### src/rtl/msr_pkg.sv
package msr_pkg;

  localparam int QW    = 64;
  localparam int HW    = 32;
  localparam int IW    = 32;
  localparam int NFEAT = 5;
  localparam int NFIX16 = 2;
  localparam int NFIX4  = 8;

  typedef logic [QW-1:0] qword_t;
  typedef logic [IW-1:0] index_t;

  // Index map
  localparam index_t IDX_SYSCS = 32'h0000_0010;
  localparam index_t IDX_PERF  = 32'h0000_0011;
  localparam index_t IDX_MCCAP = 32'h0000_0020;
  localparam index_t IDX_MCCTL = 32'h0000_0021;
  localparam index_t IDX_BANK0 = 32'h0000_0100;
  localparam index_t IDX_VAR0  = 32'h0000_0200;
  localparam index_t IDX_FIX64 = 32'h0000_0250;
  localparam index_t IDX_FIX16 = 32'h0000_0258;
  localparam index_t IDX_FIX4  = 32'h0000_0268;
  localparam index_t IDX_FEAT  = 32'h8000_0001;

  localparam qword_t PERF_CONST = 64'd1000 | (64'd4 << 40);

  // Register bit controlled by feat_en[k]
  localparam int FEAT_POS [NFEAT] = '{0, 8, 14, 11, 12};

  // Capability word fields
  localparam int CAP_CTL_BIT = 8;
  localparam int CAP_CNT_W   = 8;

  function automatic qword_t feat_mask(input logic [NFEAT-1:0] en);
    qword_t m;
    m = '0;
    for (int k = 0; k < NFEAT; k++) m[FEAT_POS[k]] = en[k];
    return m;
  endfunction

  function automatic qword_t join_halves(input logic [HW-1:0] lo, input logic [HW-1:0] hi);
    return {hi, lo};
  endfunction

  function automatic logic is_extreme(input qword_t v);
    return (v == '0) || (&v);
  endfunction

endpackage

### src/rtl/msr_feat_reg.sv
module msr_feat_reg
  import msr_pkg::*;
(
  input  logic             clk,
  input  logic             rst_n,
  input  logic             wr,
  input  qword_t           wdata,
  input  logic [NFEAT-1:0] feat_en,
  output qword_t           q
);

  qword_t upd_mask;
  assign upd_mask = feat_mask(feat_en);

  always_ff @(posedge clk) begin
    if (!rst_n)  q <= '0;
    else if (wr) q <= (q & ~upd_mask) | (wdata & upd_mask);
  end

  // bits not enabled by a feature never move
  a_r2_locked_bits_hold: assert property (@(posedge clk) disable iff (!rst_n)
    wr |=> (((q ^ $past(q)) & ~$past(upd_mask)) == '0));

  a_r12_no_write_stable: assert property (@(posedge clk) disable iff (!rst_n)
    !wr |=> $stable(q));

endmodule

### src/rtl/msr_range_file.sv
module msr_range_file
  import msr_pkg::*;
#(
  parameter int NUM_VAR = 8
) (
  input  logic   clk,
  input  logic   rst_n,
  input  index_t idx,
  input  logic   wr_en,
  input  qword_t wdata,
  output logic   hit,
  output qword_t rdata
);

  localparam int     NUM_FIX  = 1 + NFIX16 + NFIX4;
  localparam int     PW       = (NUM_VAR > 1) ? $clog2(NUM_VAR) : 1;
  localparam int     SW       = $clog2(NUM_FIX);
  localparam index_t VAR_SPAN = IW'(2 * NUM_VAR);

  qword_t var_base [NUM_VAR];
  qword_t var_mask [NUM_VAR];
  qword_t fix_q    [NUM_FIX];

  index_t          var_off, off16, off4;
  logic            var_hit, fix_hit, is_mask;
  logic [PW-1:0]   pair;
  logic [SW-1:0]   slot;
  logic [NUM_VAR-1:0] base_we, mask_we;
  logic [NUM_FIX-1:0] fix_we;

  assign var_off = idx - IDX_VAR0;
  assign var_hit = var_off < VAR_SPAN;
  assign is_mask = var_off[0];
  assign pair    = var_off[PW:1];
  assign off16   = idx - IDX_FIX16;
  assign off4    = idx - IDX_FIX4;

  always_comb begin
    fix_hit = 1'b1;
    slot    = '0;
    if (idx == IDX_FIX64)          slot = '0;
    else if (off16 < IW'(NFIX16))  slot = SW'(1) + SW'(off16);
    else if (off4 < IW'(NFIX4))    slot = SW'(1 + NFIX16) + SW'(off4);
    else                           fix_hit = 1'b0;
  end

  for (genvar p = 0; p < NUM_VAR; p++) begin : g_var
    assign base_we[p] = wr_en & var_hit & ~is_mask & (pair == PW'(p));
    assign mask_we[p] = wr_en & var_hit &  is_mask & (pair == PW'(p));
    always_ff @(posedge clk) begin
      if (!rst_n) begin
        var_base[p] <= '0;
        var_mask[p] <= '0;
      end else begin
        if (base_we[p]) var_base[p] <= wdata;
        if (mask_we[p]) var_mask[p] <= wdata;
      end
    end
  end

  for (genvar s = 0; s < NUM_FIX; s++) begin : g_fix
    assign fix_we[s] = wr_en & fix_hit & (slot == SW'(s));
    always_ff @(posedge clk) begin
      if (!rst_n)         fix_q[s] <= '0;
      else if (fix_we[s]) fix_q[s] <= wdata;
    end
  end

  assign hit = var_hit | fix_hit;

  always_comb begin
    if (var_hit)      rdata = is_mask ? var_mask[pair] : var_base[pair];
    else if (fix_hit) rdata = fix_q[slot];
    else              rdata = '0;
  end

  // one index never lands in two storage slots
  a_r3_single_target: assert property (@(posedge clk) disable iff (!rst_n)
    $onehot0({base_we, mask_we, fix_we}));

  a_r4_slot_range: assert property (@(posedge clk) disable iff (!rst_n)
    fix_hit |-> (int'(slot) < NUM_FIX));

endmodule

### src/rtl/msr_mc_unit.sv
module msr_mc_unit
  import msr_pkg::*;
#(
  parameter qword_t MC_CAP    = 64'h0000_0000_0000_0104,
  parameter int     MAX_BANKS = 4
) (
  input  logic   clk,
  input  logic   rst_n,
  input  index_t idx,
  input  logic   wr_en,
  input  qword_t wdata,
  output logic   hit,
  output qword_t rdata
);

  localparam int     NREGS    = 4 * MAX_BANKS;
  localparam int     BW       = $clog2(NREGS);
  localparam int     CAP_CNT  = int'(MC_CAP[CAP_CNT_W-1:0]);
  localparam int     EFF_CNT  = (CAP_CNT > MAX_BANKS) ? MAX_BANKS : CAP_CNT;
  localparam index_t LIMIT    = IW'(4 * EFF_CNT);
  localparam logic   CTL_PRES = MC_CAP[CAP_CTL_BIT];

  qword_t ctl_q;
  qword_t bank_q [NREGS];

  index_t        bank_off;
  logic          bank_hit, cap_hit, ctl_hit, ctl_accept;
  logic [BW-1:0] bank_sel;
  logic [NREGS-1:0] bank_accept;

  assign bank_off = idx - IDX_BANK0;
  assign bank_hit = bank_off < LIMIT;
  assign bank_sel = bank_off[BW-1:0];
  assign cap_hit  = idx == IDX_MCCAP;
  assign ctl_hit  = idx == IDX_MCCTL;

  assign ctl_accept = wr_en & ctl_hit & CTL_PRES & is_extreme(wdata);

  always_ff @(posedge clk) begin
    if (!rst_n)          ctl_q <= '0;
    else if (ctl_accept) ctl_q <= wdata;
  end

  for (genvar b = 0; b < NREGS; b++) begin : g_bank
    if ((b % 4) == 0) begin : g_strict
      assign bank_accept[b] = wr_en & bank_hit & (bank_sel == BW'(b)) & is_extreme(wdata);
      // control-type bank entries only ever hold 0 or all ones
      a_r7_bank_extreme: assert property (@(posedge clk) disable iff (!rst_n)
        (bank_q[b] != $past(bank_q[b])) |-> is_extreme(bank_q[b]));
    end else begin : g_free
      assign bank_accept[b] = wr_en & bank_hit & (bank_sel == BW'(b));
    end
    always_ff @(posedge clk) begin
      if (!rst_n)              bank_q[b] <= '0;
      else if (bank_accept[b]) bank_q[b] <= wdata;
    end
  end

  assign hit = bank_hit | cap_hit | ctl_hit;

  always_comb begin
    if (cap_hit)       rdata = MC_CAP;
    else if (ctl_hit)  rdata = CTL_PRES ? ctl_q : '0;
    else if (bank_hit) rdata = bank_q[bank_sel];
    else               rdata = '0;
  end

  a_r5_ctl_extreme: assert property (@(posedge clk) disable iff (!rst_n)
    (ctl_q != $past(ctl_q)) |-> is_extreme(ctl_q));

  a_r5_ctl_absent_zero: assert property (@(posedge clk) disable iff (!rst_n)
    (ctl_hit && !CTL_PRES) |-> (rdata == '0));

  a_r6_bank_write_in_range: assert property (@(posedge clk) disable iff (!rst_n)
    (bank_accept != '0) |-> (bank_off < LIMIT));

endmodule

### src/rtl/msr_file.sv
module msr_file
  import msr_pkg::*;
#(
  parameter int     NUM_VAR   = 8,
  parameter int     MAX_BANKS = 4,
  parameter qword_t MC_CAP    = 64'h0000_0000_0000_0104
) (
  input  logic             clk,
  input  logic             rst_n,
  input  logic [IW-1:0]    idx,
  input  logic             wr_en,
  input  logic [HW-1:0]    wr_lo,
  input  logic [HW-1:0]    wr_hi,
  input  logic [NFEAT-1:0] feat_en,
  output logic [HW-1:0]    rd_lo,
  output logic [HW-1:0]    rd_hi
);

  localparam int CSW = 16;

  qword_t          wdata, feat_q, range_rd, mc_rd, rdata;
  logic            feat_hit, syscs_hit, perf_hit, range_hit, mc_hit, any_hit;
  logic [CSW-1:0]  syscs_q;

  assign wdata     = join_halves(wr_lo, wr_hi);
  assign feat_hit  = idx == IDX_FEAT;
  assign syscs_hit = idx == IDX_SYSCS;
  assign perf_hit  = idx == IDX_PERF;

  msr_feat_reg u_feat (
    .clk     (clk),
    .rst_n   (rst_n),
    .wr      (wr_en & feat_hit),
    .wdata   (wdata),
    .feat_en (feat_en),
    .q       (feat_q)
  );

  msr_range_file #(.NUM_VAR(NUM_VAR)) u_range (
    .clk   (clk),
    .rst_n (rst_n),
    .idx   (idx),
    .wr_en (wr_en),
    .wdata (wdata),
    .hit   (range_hit),
    .rdata (range_rd)
  );

  msr_mc_unit #(.MC_CAP(MC_CAP), .MAX_BANKS(MAX_BANKS)) u_mc (
    .clk   (clk),
    .rst_n (rst_n),
    .idx   (idx),
    .wr_en (wr_en),
    .wdata (wdata),
    .hit   (mc_hit),
    .rdata (mc_rd)
  );

  always_ff @(posedge clk) begin
    if (!rst_n)                  syscs_q <= '0;
    else if (wr_en && syscs_hit) syscs_q <= wdata[CSW-1:0];
  end

  assign any_hit = feat_hit | syscs_hit | perf_hit | range_hit | mc_hit;

  always_comb begin
    if (feat_hit)       rdata = feat_q;
    else if (syscs_hit) rdata = {{(QW-CSW){1'b0}}, syscs_q};
    else if (perf_hit)  rdata = PERF_CONST;
    else if (range_hit) rdata = range_rd;
    else if (mc_hit)    rdata = mc_rd;
    else                rdata = '0;
  end

  assign rd_lo = rdata[HW-1:0];
  assign rd_hi = rdata[QW-1:HW];

  a_r8_syscs_narrow: assert property (@(posedge clk) disable iff (!rst_n)
    syscs_hit |-> (rd_hi == '0 && rd_lo[HW-1:CSW] == '0));

  a_r10_unknown_zero: assert property (@(posedge clk) disable iff (!rst_n)
    !any_hit |-> ({rd_hi, rd_lo} == '0));

  // without a write strobe and with the index held, read-back cannot move
  a_r12_read_stable: assert property (@(posedge clk) disable iff (!rst_n)
    !wr_en |=> ($stable(idx) -> $stable({rd_hi, rd_lo})));

endmodule

### config.mk
export PLATFORM = sky130hd
export DESIGN_NAME = msr_file
export DESIGN_NICKNAME = d
export VERILOG_FILES = /design/src/rtl/msr_pkg.sv /design/src/rtl/msr_feat_reg.sv /design/src/rtl/msr_range_file.sv /design/src/rtl/msr_mc_unit.sv /design/src/rtl/msr_file.sv
export SDC_FILE = /design/constraint.sdc
export NUM_CORES = 2
export LEC_CHECK = 0
export ABC_AREA = 0
export BUFFER_PORTS_ARGS = -buffer_cell sky130_fd_sc_hd__buf_2
export CELL_PAD_IN_SITES_DETAIL_PLACEMENT = 1
export CELL_PAD_IN_SITES_GLOBAL_PLACEMENT = 2
export CORE_ASPECT_RATIO = 2
export CORE_MARGIN = 2
export CORE_UTILIZATION = 40
export DETAILED_ROUTE_END_ITERATION = 10
export PLACE_DENSITY = 0.69
export SKIP_CTS_REPAIR_TIMING = 1
export SLEW_MARGIN = 5
export SYNTH_ARGS = -nofsm -noshare
export SYNTH_HDL_FRONTEND = slang
export SYNTH_SLANG_ARGS = --single-unit
### constraint.sdc
create_clock -name clk -period 17.5 [get_ports clk]
set_clock_uncertainty 0.2 [all_clocks]
set_input_delay 0.875 -clock clk [delete_from_list [all_inputs] [get_ports clk]]
set_output_delay 0.875 -clock clk [all_outputs]
set_load 0.02 [all_outputs]
# Word level (Yosys, flattened, before mapping)
# Memories as Yosys holds them, arrays and structs flattened.
# Index checks and enable logic that the tools add are counted.
[word_totals]
regBits = 144
mem_bits_rw = 2752
input_bits = 104
out_inout_bits = 64
word_cells = 358
n_memories = 4
[mem_list]
columns = ["memory", "words", "word_bits", "read_ports", "rd_clocked_by_memory_dff", "write_ports", "line_no", "rtl"]
rows = [
  ["u_mc.bank_q", 16, 64, 1, 0, 16, "msr_mc_unit.sv:24", "qword_t bank_q [NREGS];"],
  ["u_range.fix_q", 11, 64, 1, 0, 11, "msr_range_file.sv:22", "qword_t fix_q [NUM_FIX];"],
  ["u_range.var_base", 8, 64, 1, 0, 8, "msr_range_file.sv:20", "qword_t var_base [NUM_VAR];"],
  ["u_range.var_mask", 8, 64, 1, 0, 8, "msr_range_file.sv:21", "qword_t var_mask [NUM_VAR];"],
]
[classes]
addsub = 6
order_cmp = 4
eq_ne = 38
mux = 190
n_bitwise = 106
n_reduce_logical = 7
[ops]
columns = ["op", "n"]
rows = [
  ["$mux W64", 54],
  ["$mux W1", 133],
  ["$sub A32 B10 Y32 const B", 3],
  ["$and A64 B15 Y64", 1],
  ["$and A64 B64 Y64", 1],
  ["$eq A32 B5 Y1 const B", 2],
  ["$eq A32 B6 Y1 const B", 2],
  ["$logic_not A64 Y1", 1],
  ["$lt A32 B5 Y1 const B", 2],
  ["$not A15 Y64", 1],
  ["$or A64 B64 Y64", 1],
  ["$reduce_and A64 Y1", 1],
  ["$and A1 B1 Y1", 55],
  ["$or A1 B1 Y1", 46],
  ["$eq A4 B4 Y1 const B", 11],
  ["$eq A32 B10 Y1 const B", 1],
  ["$eq A32 B32 Y1 const B", 1],
  ["$eq A4 B3 Y1 const B", 8],
  ["$lt A32 B2 Y1 const B", 1],
  ["$lt A32 B4 Y1 const B", 1],
  ["$sub A32 B9 Y32 const B", 1],
  ["$eq A4 B2 Y1 const B", 4],
  ["$eq A3 B3 Y1 const B", 4],
  ["$mux W4", 3],
  ["10 further kinds", 13],
]

# Depth between registers and ports, before layout
# An unclocked memory read counts as a cell.
[logic_depth]
depth_word = 12
ltp_mapped = 18
depth_no_buf = 12

# By module
# Synthesis repeated with hierarchy kept, for this count alone.
[unflattened]
hier_cells = 9358
area_unflattened_um2 = 132175.5
[modules_own_cells]
columns = ["module", "n_inst", "cells_each", "area_per_inst_um2", "seq_area_each_um2"]
rows = [
  ["msr_range_file", 1, 5499, 79556.3, 51889.8],
  ["msr_mc_unit", 1, 3495, 49710.2, 32030.7],
  ["msr_file", 1, 278, 2248.4, 320.3],
  ["msr_feat_reg", 1, 86, 660.6, 100.1],
]

# Least setup slack after synthesis
# Ideal clock, no wire load.
[synth_path]
path_kind = "input to register"
from = "input port idx[3]"
to = "memory u_range.fix_q[3][0] (netlist bit), enable pin"
setup_time_ps = 661
arrival_ps = 10660
required_time_ps = 16639
slack_ps = 5979
path_stages = 16
path_buffers = 5
path_cell_list = "clkbuf_1 clkbuf_1 inv_1 clkbuf_1 ha_1 or4_1 nor4_1 nand3_1 nor2_1 and4bb_2 a32oi_4 nand2b_1 buf_2 buf_2 nand2_1 o41ai_1"
[synth_lines]
columns = ["item", "line_no", "rtl"]
rows = [
  ["start: declaration", "msr_file.sv:10", "input logic [IW-1:0] idx,"],
  ["end: declaration", "msr_range_file.sv:22", ""],
]

# Final worst setup path
[layout_path]
from = "input port idx[10]"
to = "output port rd_hi[3]"
[layout_between]
elab_chain_len = 12
elab_cells_between_ends = 34
cone_classes = "add/sub (4); order compare (4); eq/ne (6); mux (16); bitwise (3); memory (1)"
[layout_rtl]
columns = ["item", "line_no", "rtl"]
rows = [
  ["$sub A32 B10 Y32", "msr_range_file.sv:36", "assign off4 = idx - IDX_FIX4;"],
  ["$lt A32 B4 Y1", "msr_range_file.sv:43", "else if (off4 < IW'(NFIX4)) slot = SW'(1 + NFIX16) + SW'(off4);"],
  ["$mux W4", "msr_range_file.sv:43", ""],
  ["$mux W4", "msr_range_file.sv:42", "else if (off16 < IW'(NFIX16)) slot = SW'(1) + SW'(off16);"],
  ["$mux W4", "msr_range_file.sv:41", "if (idx == IDX_FIX64) slot = '0;"],
  ["$mem_v2 Z11 W64", "--", ""],
  ["$mux W64", "msr_range_file.sv:73", "else if (fix_hit) rdata = fix_q[slot];"],
  ["$mux W64", "msr_range_file.sv:72", "if (var_hit) rdata = is_mask ? var_mask[pair] : var_base[pair];"],
  ["$mux W64", "msr_file.sv:70", "else if (range_hit) rdata = range_rd;"],
  ["$mux W64", "msr_file.sv:69", "else if (perf_hit) rdata = PERF_CONST;"],
  ["$mux W64", "msr_file.sv:68", "else if (syscs_hit) rdata = {{(QW-CSW){1'b0}}, syscs_q};"],
  ["$mux W64 (*)", "msr_file.sv:67", "if (feat_hit) rdata = feat_q;"],
  ["end: declaration", "msr_file.sv:16", "output logic [HW-1:0] rd_hi"],
]
# Every way passes the cells marked *; elsewhere a longest branch is shown, timed or not.

==> reports/results.tsv <==
stage	metric	value	unit
timing	RSZ-0062 raised after global routing	false	
yosys	Top FF cell, synth	edfxtp_1	
pwr	Leak Pwr	50.0	nW
drt	vias per cell	5.87	
timing	Fmax achieved	121	MHz
global_route	vias in the first global route	85400	
pwr	Switch Pwr	3.44	mW
floorplan	Initial Util	0.401	
floorplan	Ports	168	
worst_setup_path	CP startpoint kind	input pin	
yosys	largest cells by area after synthesis	edfxtp_1 63%, and2_1 12%, mux4_2 10%	
worst_setup_path	endpoint type of the worst setup path	output port	
yosys	Gate Count Post-Synth	9208	
timing	Slew @ Worst Pin	1.37	ns
yosys	Mapped Nets	9322	
yosys	Synth Warn #	0	
layout	layout overhead on the synthesized area	10.8	%
global_route	initial antenna violation count	29	
floorplan	Die Width	409	um
yosys	post-synthesis adder-cell area fraction	0.000955	
drt	DR WL/cell	34.5	um
cts	Clock Pin Slew Worst Setup and Hold Paths	0.07	ns
floorplan	die area	333000	um2
yosys	Compound-Gate Fraction of Synth Area	0.0316	
drt	final WL	467000	um
cts	htree depth	5	
yosys	area leader, netlist	edfxtp_1	
global_route	global-route wire length before repair	654000	um
timing	Total Neg Setup Slack	0	ns
timing	final hold vios	0	
placed_design	PortBufs	167	
yosys	syn avg cell area	14.2	um2
yosys	flop and latch count out of synthesis	2837	
drt	Vias	79600	
global_route	GR Overflow Total	0	
layout	fraction of layout cells with a size suffix above 1	0.169	
worst_hold_path	worst hold path type	input pin to flop	
drt	DR pass1 iterations	5	
pwr	maximum vdd drop	0.0730	mV
pwr	Sw Share	0.231	
timing	fin. max-slew vios	0	
pwr	cell area power density	103	nW/um2
pwr	Seq pwr share	0.527	
timing	Hold WS	0.150	ns
pwr	Tot Pwr	14.9	mW
cts	Max clock buf depth	4	
timing	minimum clock period	8.25	ns
worst_setup_path	Required @ worst endpoint	16.43	ns
drt	Detailed Route Iter0 Violations	7360	
yosys	Async SR Flop Fraction	0	
worst_setup_path	Arr. time, crit path	7.17	ns
drt	drt drc	0	
layout	nets	9110	
yosys	main combinational cell family by area after synthesis	simple AND/OR/NAND/NOR gates	
floorplan	Core Region	327000	um2
timing	worst rel slew slack	0.0785	
global_route	Total GRT Usage	0.277	
cts	clk sinks	2837	
yosys	Mapped Area	131000	um2
run_status	status	complete, no violations	
pwr	Internal Power	11.4	mW
worst_setup_path	crit-path max FO	52	
yosys	Post-Synth Simple-Gate Area	0.173	
yosys	Synth Area in XOR/XNOR	0.00167	
pwr	clock network power share	0.407	
drt	ANT nets after route	0	
floorplan	DIE HEIGHT	814	um
cts	clk_lat worst skew	0.86	ns
yosys	number of synthesized flops with an enable pin	2752	
global_route	largest net degree at the start of global routing	155	
yosys	multiplexer share of the synthesized area	0.120	
run	Max Cap Violations	0	
worst_setup_path	Crit Path Category	input pin to output port	
layout	Finished Core Util	0.444	
pwr	Gate power share	0.066	
timing	Final period util	0.471	
yosys	Yosys cell types	100	
placed_design	Post-DP HPWL	275000	um
timing	final setup violating endpoints	0	
yosys	sequential cell area fraction in the yosys report	0.643	
yosys	area share of the largest cell type after synthesis	0.630	
cts	CTS Buf Count	273	
floorplan	FP Rows	297	
placed_design	gpl congestion	0.878	
cts	Root Buffer Master	clkbuf_16	
cts	CTS tree	built	
sequential cells by signal, summed over array words and instances (netlist names), named ones only:
register	count
u_range.var_mask	512
syscs_q	16
u_mc.ctl_q	64
u_range.fix_q	704
u_range.var_base	512
u_mc.bank_q	1024
final cells by class:
cell class,count,area [um2]
multi-input cells,5437,43700
clock inverters,130,1200
clock buffers,359,7500
inverters,27,109
diodes,13,32.5
fillers,32000,181000
flip-flops and latches,2837,84300
well taps,4335,5420
repair buffers,420,2850
worst paths after layout:
kind / end / from / cells after the start / slack [ns]
worst max-delay path: rd_hi[3] / idx[10] / 16 / 9.25
worst min-delay path: flop / feat_en[0] / 4 / 0.15
worst max register to register: u_mc.ctl_q[2]$_SDFFE_PN0P_ / u_mc.ctl_q[2]$_SDFFE_PN0P_ / 2 / 16.62
worst min register to register: u_mc.ctl_q[12]$_SDFFE_PN0P_ / u_mc.ctl_q[12]$_SDFFE_PN0P_ / 2 / 0.25
per-layer routing:
metal / vias up / track usage / part of all wire
li1: 33100 / - / -
met1: 43000 / 0.312 / 0.36
met2: 2662 / 0.527 / 0.55
met3: 887 / 0.0291 / 0.046
met4: 8 / 0.117 / 0.046
met5: - / 0 / 0.00010
metrics by stage:
stage | std cells | setup slack (ns) | instance area, um2
global route | 13500 | 8.87 | 145000
detailed placement | 13100 | 9.27 | 136000
finish | 13600 | 9.25 | 145000
global placement | 13100 | 9.23 | 136000
floorplan | 9208 | 5.98 | 131000
CTS | 13500 | 9.29 | 145000
logic make-up (layout without fill, tap and decap cells):
logic type / count (synthesis) / in the layout
AO/OA/AOI/OAI: 583 / 583
XOR/XNOR: 25 / 25
adder cells (fa/ha/maj): 10 / 10
buffers and inverters: 934 / 936
flip-flops: 2837 / 2837
multiplexers: 813 / 813
other: 0 / 13
AND/OR/NAND/NOR: 4006 / 4006
synth_stat cells, types with 14 or more instances:
cell	n
edfxtp_1	2752
and2_1	2513
clkbuf_1	679
mux4_2	607
nand2_1	602
nor2_1	395
mux2i_1	204
a21oi_1	155
nand3_1	136
buf_2	119
and3_1	107
o21ai_0	91
dfxtp_1	85
buf_1	72
nand4_1	68
nor4_1	40
o21ai_1	40
a211o_1	39
o2111a_1	38
a221oi_1	34
inv_1	24
nor3_1	23
a31oi_1	19
buf_6	19
buf_4	18
or3_1	17
xnor2_1	17
a22oi_1	15
o31ai_1	15
a211oi_1	14
worst max-delay path, stage by stage:
cell and delay (ns):
buf_2 0.22, inv_1 0.17, ha_1 0.28, or3b_2 0.48, a21oi_1 0.67, mux2i_1 0.32, nand3_1 0.12, nor4_2 0.66
a22oi_2 0.21, nor2_4 0.12, buf_4 0.63, buf_4 0.65, buf_4 0.70, mux2i_1 0.28, o2111a_1 0.33, buf_2 0.21
layout by cell type (no fill, tap or decap), drive strengths merged, types with 13 or more instances in the layout:
cell	instances
a211o	39
a211oi	14
a21oi	155
a221oi	36
a22oi	17
a31oi	19
and2	2514
and3	108
buf	420
bufinv	22
clkbuf	359
clkinv	91
dfxtp	85
diode	13
edfxtp	2752
inv	34
mux2i	204
mux4	607
nand2	604
nand3	138
nand4	72
nor2	408
nor3	25
nor4	43
o2111a	38
o21ai	131
o221a	15
o31ai	15
or3	17
xnor2	17
power by group through the flow:
stage | sequential (mW) | combinational, mW | clock [mW]
2_1_floorplan | 7.99 | 0.567 | 0
3_3_place_gp | 7.96 | 0.986 | 0
3_5_place_dp | 7.99 | 0.996 | 0
4_1_cts | 7.85 | 0.997 | 6.15
5_1_grt | 7.87 | 1.03 | 6.35
6_report | 7.85 | 0.988 | 6.05
(Power assumes the default switching activity.)
